File: src/rtl/spm_cmd_pkg.sv
package spm_cmd_pkg;

  typedef enum logic [2:0] {
    CMD_NONE  = 3'd0,
    CMD_ERASE = 3'd1,
    CMD_WRITE = 3'd2,
    CMD_FUSE  = 3'd3,
    CMD_SIG   = 3'd4
  } spm_cmd_e;

  localparam int BIT_EN     = 0;
  localparam int BIT_ERASE  = 1;
  localparam int BIT_WRITE  = 2;
  localparam int BIT_FUSE   = 3;
  localparam int BIT_CLRBUF = 4;
  localparam int BIT_SIG    = 5;

  localparam logic [1:0] SRC_PROG = 2'd0;
  localparam logic [1:0] SRC_SIG  = 2'd1;
  localparam logic [1:0] SRC_FUSE = 2'd2;
  localparam logic [1:0] SRC_LOCK = 2'd3;

  // Highest-priority command in a write, or none if enable is clear
  function automatic spm_cmd_e pick_cmd(input logic [5:0] d);
    if (!d[BIT_EN])          return CMD_NONE;
    else if (d[BIT_ERASE])   return CMD_ERASE;
    else if (d[BIT_WRITE])   return CMD_WRITE;
    else if (d[BIT_FUSE])    return CMD_FUSE;
    else if (d[BIT_SIG])     return CMD_SIG;
    else                     return CMD_NONE;
  endfunction

  function automatic logic is_page_op(input spm_cmd_e c);
    return (c == CMD_ERASE) || (c == CMD_WRITE);
  endfunction

  function automatic logic is_read_op(input spm_cmd_e c);
    return (c == CMD_FUSE) || (c == CMD_SIG);
  endfunction

  // Register image for an armed or running command
  function automatic logic [7:0] cmd_image(input spm_cmd_e c);
    logic [7:0] img;
    img = 8'h00;
    case (c)
      CMD_ERASE: img[BIT_ERASE] = 1'b1;
      CMD_WRITE: img[BIT_WRITE] = 1'b1;
      CMD_FUSE:  img[BIT_FUSE]  = 1'b1;
      CMD_SIG:   img[BIT_SIG]   = 1'b1;
      default:   img = 8'h00;
    endcase
    img[BIT_EN] = (c != CMD_NONE);
    return img;
  endfunction

  function automatic logic [1:0] read_src(input spm_cmd_e c, input logic lsb);
    if (c == CMD_SIG)       return SRC_SIG;
    else if (c == CMD_FUSE) return lsb ? SRC_LOCK : SRC_FUSE;
    else                    return SRC_PROG;
  endfunction

endpackage

File: src/rtl/spm_cmd_decode.sv
module spm_cmd_decode
  import spm_cmd_pkg::*;
(
  input  logic       wr_en,
  input  logic [5:0] wr_bits,
  input  spm_cmd_e   cur_cmd,
  input  logic       fill_active,
  output logic       arm_evt,
  output spm_cmd_e   arm_cmd,
  output logic       clr_buf_req
);

  spm_cmd_e req_cmd;

  always_comb begin
    req_cmd     = wr_en ? pick_cmd(wr_bits) : CMD_NONE;
    // Arming only from the idle state; armed or busy ignores writes
    arm_evt     = (cur_cmd == CMD_NONE) && (req_cmd != CMD_NONE);
    arm_cmd     = req_cmd;
    clr_buf_req = wr_en && wr_bits[BIT_CLRBUF] && fill_active;
  end

endmodule

File: src/rtl/spm_window.sv
module spm_window #(
  parameter int RD_WIN = 3,
  parameter int WR_WIN = 4
) (
  input  logic clk,
  input  logic rst_n,
  input  logic arm,
  input  logic arm_page,
  input  logic hit,
  output logic expire
);

  localparam int MAX_WIN = (RD_WIN > WR_WIN) ? RD_WIN : WR_WIN;
  localparam int CNT_W   = $clog2(MAX_WIN + 1);

  logic [CNT_W-1:0] cnt_q;
  logic [CNT_W-1:0] load_len;

  assign load_len = arm_page ? CNT_W'(WR_WIN) : CNT_W'(RD_WIN);
  assign expire   = (cnt_q == CNT_W'(1)) && !hit;

  always_ff @(posedge clk) begin
    if (!rst_n)                            cnt_q <= '0;
    else if (arm)                          cnt_q <= load_len;
    else if (hit || cnt_q == CNT_W'(1))    cnt_q <= '0;
    else if (cnt_q != '0)                  cnt_q <= cnt_q - CNT_W'(1);
  end

endmodule

File: src/rtl/spm_dispatch.sv
module spm_dispatch
  import spm_cmd_pkg::*;
#(
  parameter int PAGE_W = 9
) (
  input  logic              clk,
  input  logic              rst_n,
  input  logic              start_hit,
  input  spm_cmd_e          start_cmd,
  input  logic [PAGE_W-1:0] page_in,
  input  logic              done_in,
  input  logic              clr_buf_req,
  output logic              busy,
  output logic              done_evt,
  output logic              start_pulse,
  output logic              op_write,
  output logic [PAGE_W-1:0] page_q,
  output logic              clr_buf_pulse
);

  assign done_evt = busy && done_in;

  always_ff @(posedge clk) begin
    if (!rst_n) begin
      busy          <= 1'b0;
      start_pulse   <= 1'b0;
      op_write      <= 1'b0;
      page_q        <= '0;
      clr_buf_pulse <= 1'b0;
    end else begin
      start_pulse   <= start_hit;
      clr_buf_pulse <= clr_buf_req;
      if (start_hit) begin
        busy     <= 1'b1;
        op_write <= (start_cmd == CMD_WRITE);
        page_q   <= page_in;
      end else if (done_evt) begin
        busy <= 1'b0;
      end
    end
  end

endmodule

File: src/rtl/spm_cmd_ctrl.sv
module spm_cmd_ctrl
  import spm_cmd_pkg::*;
#(
  parameter int ADDR_W   = 16,
  parameter int PAGE_LSB = 7,
  parameter int RD_WIN   = 3,
  parameter int WR_WIN   = 4
) (
  input  logic                       clk,
  input  logic                       rst_n,
  input  logic                       reg_wr_en,
  input  logic [7:0]                 reg_wr_data,
  output logic [7:0]                 reg_rd_data,
  input  logic                       store_strobe,
  input  logic                       load_strobe,
  input  logic [ADDR_W-PAGE_LSB-1:0] ptr_page,
  input  logic                       ptr_lsb,
  input  logic                       buf_fill_active,
  output logic                       buf_clear,
  output logic [1:0]                 load_src,
  output logic                       flash_start,
  output logic                       flash_op,
  output logic [ADDR_W-PAGE_LSB-1:0] flash_page,
  input  logic                       flash_done,
  output logic                       cpu_halt
);

  localparam int PAGE_W = ADDR_W - PAGE_LSB;

  spm_cmd_e cmd_q;
  spm_cmd_e arm_cmd;
  logic     arm_evt;
  logic     clr_buf_req;
  logic     busy;
  logic     armed;
  logic     store_hit;
  logic     load_hit;
  logic     expire_evt;
  logic     done_evt;

  spm_cmd_decode u_decode (
    .wr_en       (reg_wr_en),
    .wr_bits     (reg_wr_data[5:0]),
    .cur_cmd     (cmd_q),
    .fill_active (buf_fill_active),
    .arm_evt     (arm_evt),
    .arm_cmd     (arm_cmd),
    .clr_buf_req (clr_buf_req)
  );

  assign armed     = (cmd_q != CMD_NONE) && !busy;
  assign store_hit = armed && store_strobe && is_page_op(cmd_q);
  assign load_hit  = armed && load_strobe && is_read_op(cmd_q);

  spm_window #(.RD_WIN(RD_WIN), .WR_WIN(WR_WIN)) u_window (
    .clk      (clk),
    .rst_n    (rst_n),
    .arm      (arm_evt),
    .arm_page (is_page_op(arm_cmd)),
    .hit      (store_hit || load_hit),
    .expire   (expire_evt)
  );

  spm_dispatch #(.PAGE_W(PAGE_W)) u_dispatch (
    .clk           (clk),
    .rst_n         (rst_n),
    .start_hit     (store_hit),
    .start_cmd     (cmd_q),
    .page_in       (ptr_page),
    .done_in       (flash_done),
    .clr_buf_req   (clr_buf_req),
    .busy          (busy),
    .done_evt      (done_evt),
    .start_pulse   (flash_start),
    .op_write      (flash_op),
    .page_q        (flash_page),
    .clr_buf_pulse (buf_clear)
  );

  always_ff @(posedge clk) begin
    if (!rst_n)                              cmd_q <= CMD_NONE;
    else if (arm_evt)                        cmd_q <= arm_cmd;
    else if (load_hit || expire_evt || done_evt) cmd_q <= CMD_NONE;
  end

  assign reg_rd_data = cmd_image(cmd_q);
  assign load_src    = load_hit ? read_src(cmd_q, ptr_lsb) : SRC_PROG;
  assign cpu_halt    = busy;

endmodule

File: config.mk
export PLATFORM = sky130hd
export DESIGN_NAME = spm_cmd_ctrl
export DESIGN_NICKNAME = d
export VERILOG_FILES = /design/src/rtl/spm_cmd_pkg.sv /design/src/rtl/spm_cmd_decode.sv /design/src/rtl/spm_window.sv /design/src/rtl/spm_dispatch.sv /design/src/rtl/spm_cmd_ctrl.sv
export SDC_FILE = /design/constraint.sdc
export NUM_CORES = 1
export LEC_CHECK = 0
export ABC_AREA = 1
export CAP_MARGIN = 20
export CORE_MARGIN = 8
export CORE_UTILIZATION = 43
export CTS_CLUSTER_DIAMETER = 40
export DETAILED_ROUTE_END_ITERATION = 10
export PLACE_DENSITY_LB_ADDON = 0.3
export SLEW_MARGIN = 10
export SYNTH_ARGS = -nofsm -noshare
export SYNTH_HDL_FRONTEND = slang
export SYNTH_SLANG_ARGS = --single-unit
File: constraint.sdc
create_clock -name clk -period 3.04 [get_ports clk]
set_input_delay 0.304 -clock clk [delete_from_list [all_inputs] [get_ports clk]]
set_output_delay 0.304 -clock clk [all_outputs]
set_load 0.01 [all_outputs]
==> impl_metrics.py <==
metrics = {
    "route": {
        "vias": 1049,
        "wirelength_um": 2698,
        "routed_via_density": 4.879,
        "first_iter_violations": 44,
        "drc": 0,
        "detail_route.first_pass.iterations": 4,
        "drtAntennaViolNets": 0,
        "post_drt_wl_per_cell_um": 12.55,
    },
    "critical_path": {
        "cp.depth": 6,
        "reg2reg_depth": 6,
        "r2r_slack_ps": 1450,
        "critPathTopFamily": "buffers and inverters",
        "crit_buf_inv": 1,
        "r2r_end": "u_dispatch.op_write",
        "crit_fanout": 5,
        "cp_slowest_cell": "clkdlybuf4s50_1",
        "setup.worst_path.end_class": "output pin",
        "cp_common_cell": "nand2_1",
        "cpPeakStageDelay_ps": 550,
        "worstPathArrival_ps": 1870,
        "crit_end": "load_src[0]",
        "cp-startpoint": "cmd_q[0]",
        "startpoint_type": "flip-flop",
        "path_cells": "nor2_2, nand2_1, nand2_1, nand3_2, a21oi_1, clkdlybuf4s50_1",
        "path_class": "reg2out",
        "r2r-start": "cmd_q[0]",
        "required_ps": 2740,
    },
    "place": {
        "dp_hpwl_um": 2180,
        "gp_congestion": 0.7939,
        "place_inst": 211,
        "place_area_sq_mm": 0.001414,
        "io_buffers": 42,
        "pre_cts_ws_ps": 1146,
    },
    "logic_synthesis": {
        "synth_top_area_cell": "dfxtp_1",
        "ys_warn_count": 0,
        "synth_flop_cell": "dfxtp_1",
        "synth-seq-area-share_pct": 38.24,
        "syn_avg_cell_area_sq_um": 6.860,
        "synth_edf_count": 0,
        "synth_top_cells_by_area": "dfxtp_1, nor2_1, nand2_1",
        "yosys-top-cells-count": "nor2_1, nand2_1, dfxtp_1",
        "synth_area_sq_um": 994.7,
        "synthCells": 145,
        "synth_top_area_share_pct": 38.24,
        "synth-seq-cells": 19,
        "async_reset_ff_share_pct": 0,
        "ys_types": 22,
        "synth_most_common_cell": "nor2_1",
    },
    "grt": {
        "grt_use_total_pct": 13.15,
        "grt_max_degree": 14,
        "grt_pass1_vias": 1039,
        "grt_overflow": 0,
        "antenna_found_initial": 0,
        "grt_pass1_wl_um": 4540,
    },
    "sta": {
        "worst_slack_ps": 867.1,
        "hold_slack_ps": 495.5,
        "fmax_ghz": 0.4602,
        "slew_viol_final": 0,
        "rsz0062_at_grt": "false",
        "setup_violations": 0,
        "period_share_pct": 71.48,
        "finalSetupTns_ps": 0,
        "fin_worst_skew_ps": 2.196,
        "period_minus_slack_ps": 2173,
        "hold_viol": 0,
    },
    "worst_hold_path": {
        "min_path_type": "reg2reg",
    },
    "status": {
        "status": "completed",
    },
    "floorplanning": {
        "die_h_um": 64.10,
        "core_area_sq_mm": 0.002191,
        "die_area_sq_mm": 0.004108,
        "io_pins": 48,
        "die_x_um": 64.10,
        "start_util_pct": 45.40,
        "rows": 17,
    },
    "power_and_ir_drop": {
        "power_leakage_nw": 0.6379,
        "powerDensity_mw_per_mm2": 471.4,
        "ir_worst_vdd_mv": 0.4363,
    },
    "clock_tree": {
        "ctsResizeCount": 0,
        "h-tree-depth": 1,
        "cts.sinks": 19,
        "clockRootBuffer": "clkbuf_4",
        "cts.reportedPaths.clkPinSlew_ps": 110,
        "cts_made_buffers": 3,
        "max-clock-path-buffers": 2,
        "hold_buffers": 0,
        "cts_setup_buffers": 0,
        "cts_tree": "built",
        "clock_latency_ps": 290,
    },
    "finish": {
        "syn2layout_area_growth_pct": 44.91,
        "final_cell_count_no_fill": 215,
        "drive_above_1_share_pct": 7.487,
        "finalNetCount": 216,
        "diodes": 0,
        "fin_area_sq_mm": 0.001441,
        "fill_cells": 195,
    },
    "job": {
        "drv_cap": 0,
    },
}
==> state kept, by name, indices dropped and copies added, names as in the netlist <==
register and cells:
u_dispatch.start_pulse 1, u_dispatch.op_write 1, u_dispatch.clr_buf_pulse 1, u_window.cnt_q 3
u_dispatch.page_q 9, cmd_q 3, u_dispatch.busy 1
==> how the worst min path moves through the flow <==
stage	cells past startpoint	end	slack (ps)	from
floorplan	2	u_dispatch.clr_buf_pulse	430	reg_wr_en
global placement	2	u_dispatch.page_q[0]	460	u_dispatch.page_q[0]
detailed placement	2	u_dispatch.page_q[1]	470	u_dispatch.page_q[1]
CTS	2	u_dispatch.page_q[1]	500	u_dispatch.page_q[1]
global route	2	u_dispatch.page_q[7]	520	u_dispatch.page_q[7]
finish	2	u_dispatch.page_q[1]	500	u_dispatch.page_q[1]
==> final cells by class <==
class / instances / area (sq um) / area share (%)
flip-flops and latches: 19 / 380.4 / 26.39
clock inverters: 1 / 5.005 / 0.3472
multi-input cells: 104 / 510.5 / 35.42
inverters: 18 / 67.56 / 4.688
well taps: 28 / 35.03 / 2.431
repair buffers: 42 / 420.4 / 29.17
clock buffers: 3 / 22.52 / 1.563
==> placed cells by master (no fill, tap or decap), drive strengths merged <==
cell	netlist	routed
or2	1	1
clkbuf	2	3
nand2	21	21
a211oi	1	1
nand3	15	15
inv	18	18
nand4	1	1
clkinv	0	1
nor2	35	35
conb	1	3
dfxtp	19	19
ha	3	3
o21ai	12	12
a21oi	8	8
nand3b	1	1
clkdlybuf4s50	0	42
o21bai	3	3
==> routing by layer <==
| layer | vias up | global-route usage [%] | part of all wire [%] |
|---|---|---|---|
| li1 | 543 | - | - |
| met1 | 471 | 13.56 | 40 |
| met2 | 31 | 24.72 | 53 |
| met3 | 4 | 4.181 | 5.6 |
| met4 | 0 | 3.815 | 1.1 |
| met5 | - | 0 | 0 |
==> worst reg2reg max path, stage by stage, from the launching register on <==
cell and delay (ps):
dfxtp_1 430, nor2_2 80, a21oi_2 180, nand3_2 240, inv_1 360, nor2_1 70, a211oi_1 160
==> per-stage QoR <==
step | util (%) | power (mW)
final | 65.79 | 0.6795
after global routing | 65.79 | 0.7312
after CTS | 65.79 | 0.6819
after detailed placement | 64.53 | 0.5509
after global placement | 64.53 | 0.5348
after floorplan | - | 0.4708
==> report_power, final <==
group	internal (mW)	switching [mW]	total, mW
clock	0.0490	0.0803	0.129
combinational	0.118	0.146	0.263
sequential	0.272	0.0146	0.287
==> kinds of logic (layout without fill, tap and decap cells) <==
| family | Yosys count | after routing | share of synthesized area (%) |
|---|---|---|---|
| buffers and inverters | 24 | 64 | 11.20 |
| AO/OA/AOI/OAI | 24 | 24 | 13.46 |
| AND/OR/NAND/NOR | 74 | 74 | 32.96 |
| flip-flops | 19 | 19 | 38.24 |
| other | 1 | 3 | 0.3770 |
| adder cells (fa/ha/maj) | 3 | 3 | 3.774 |
(Power assumes the default switching activity.)
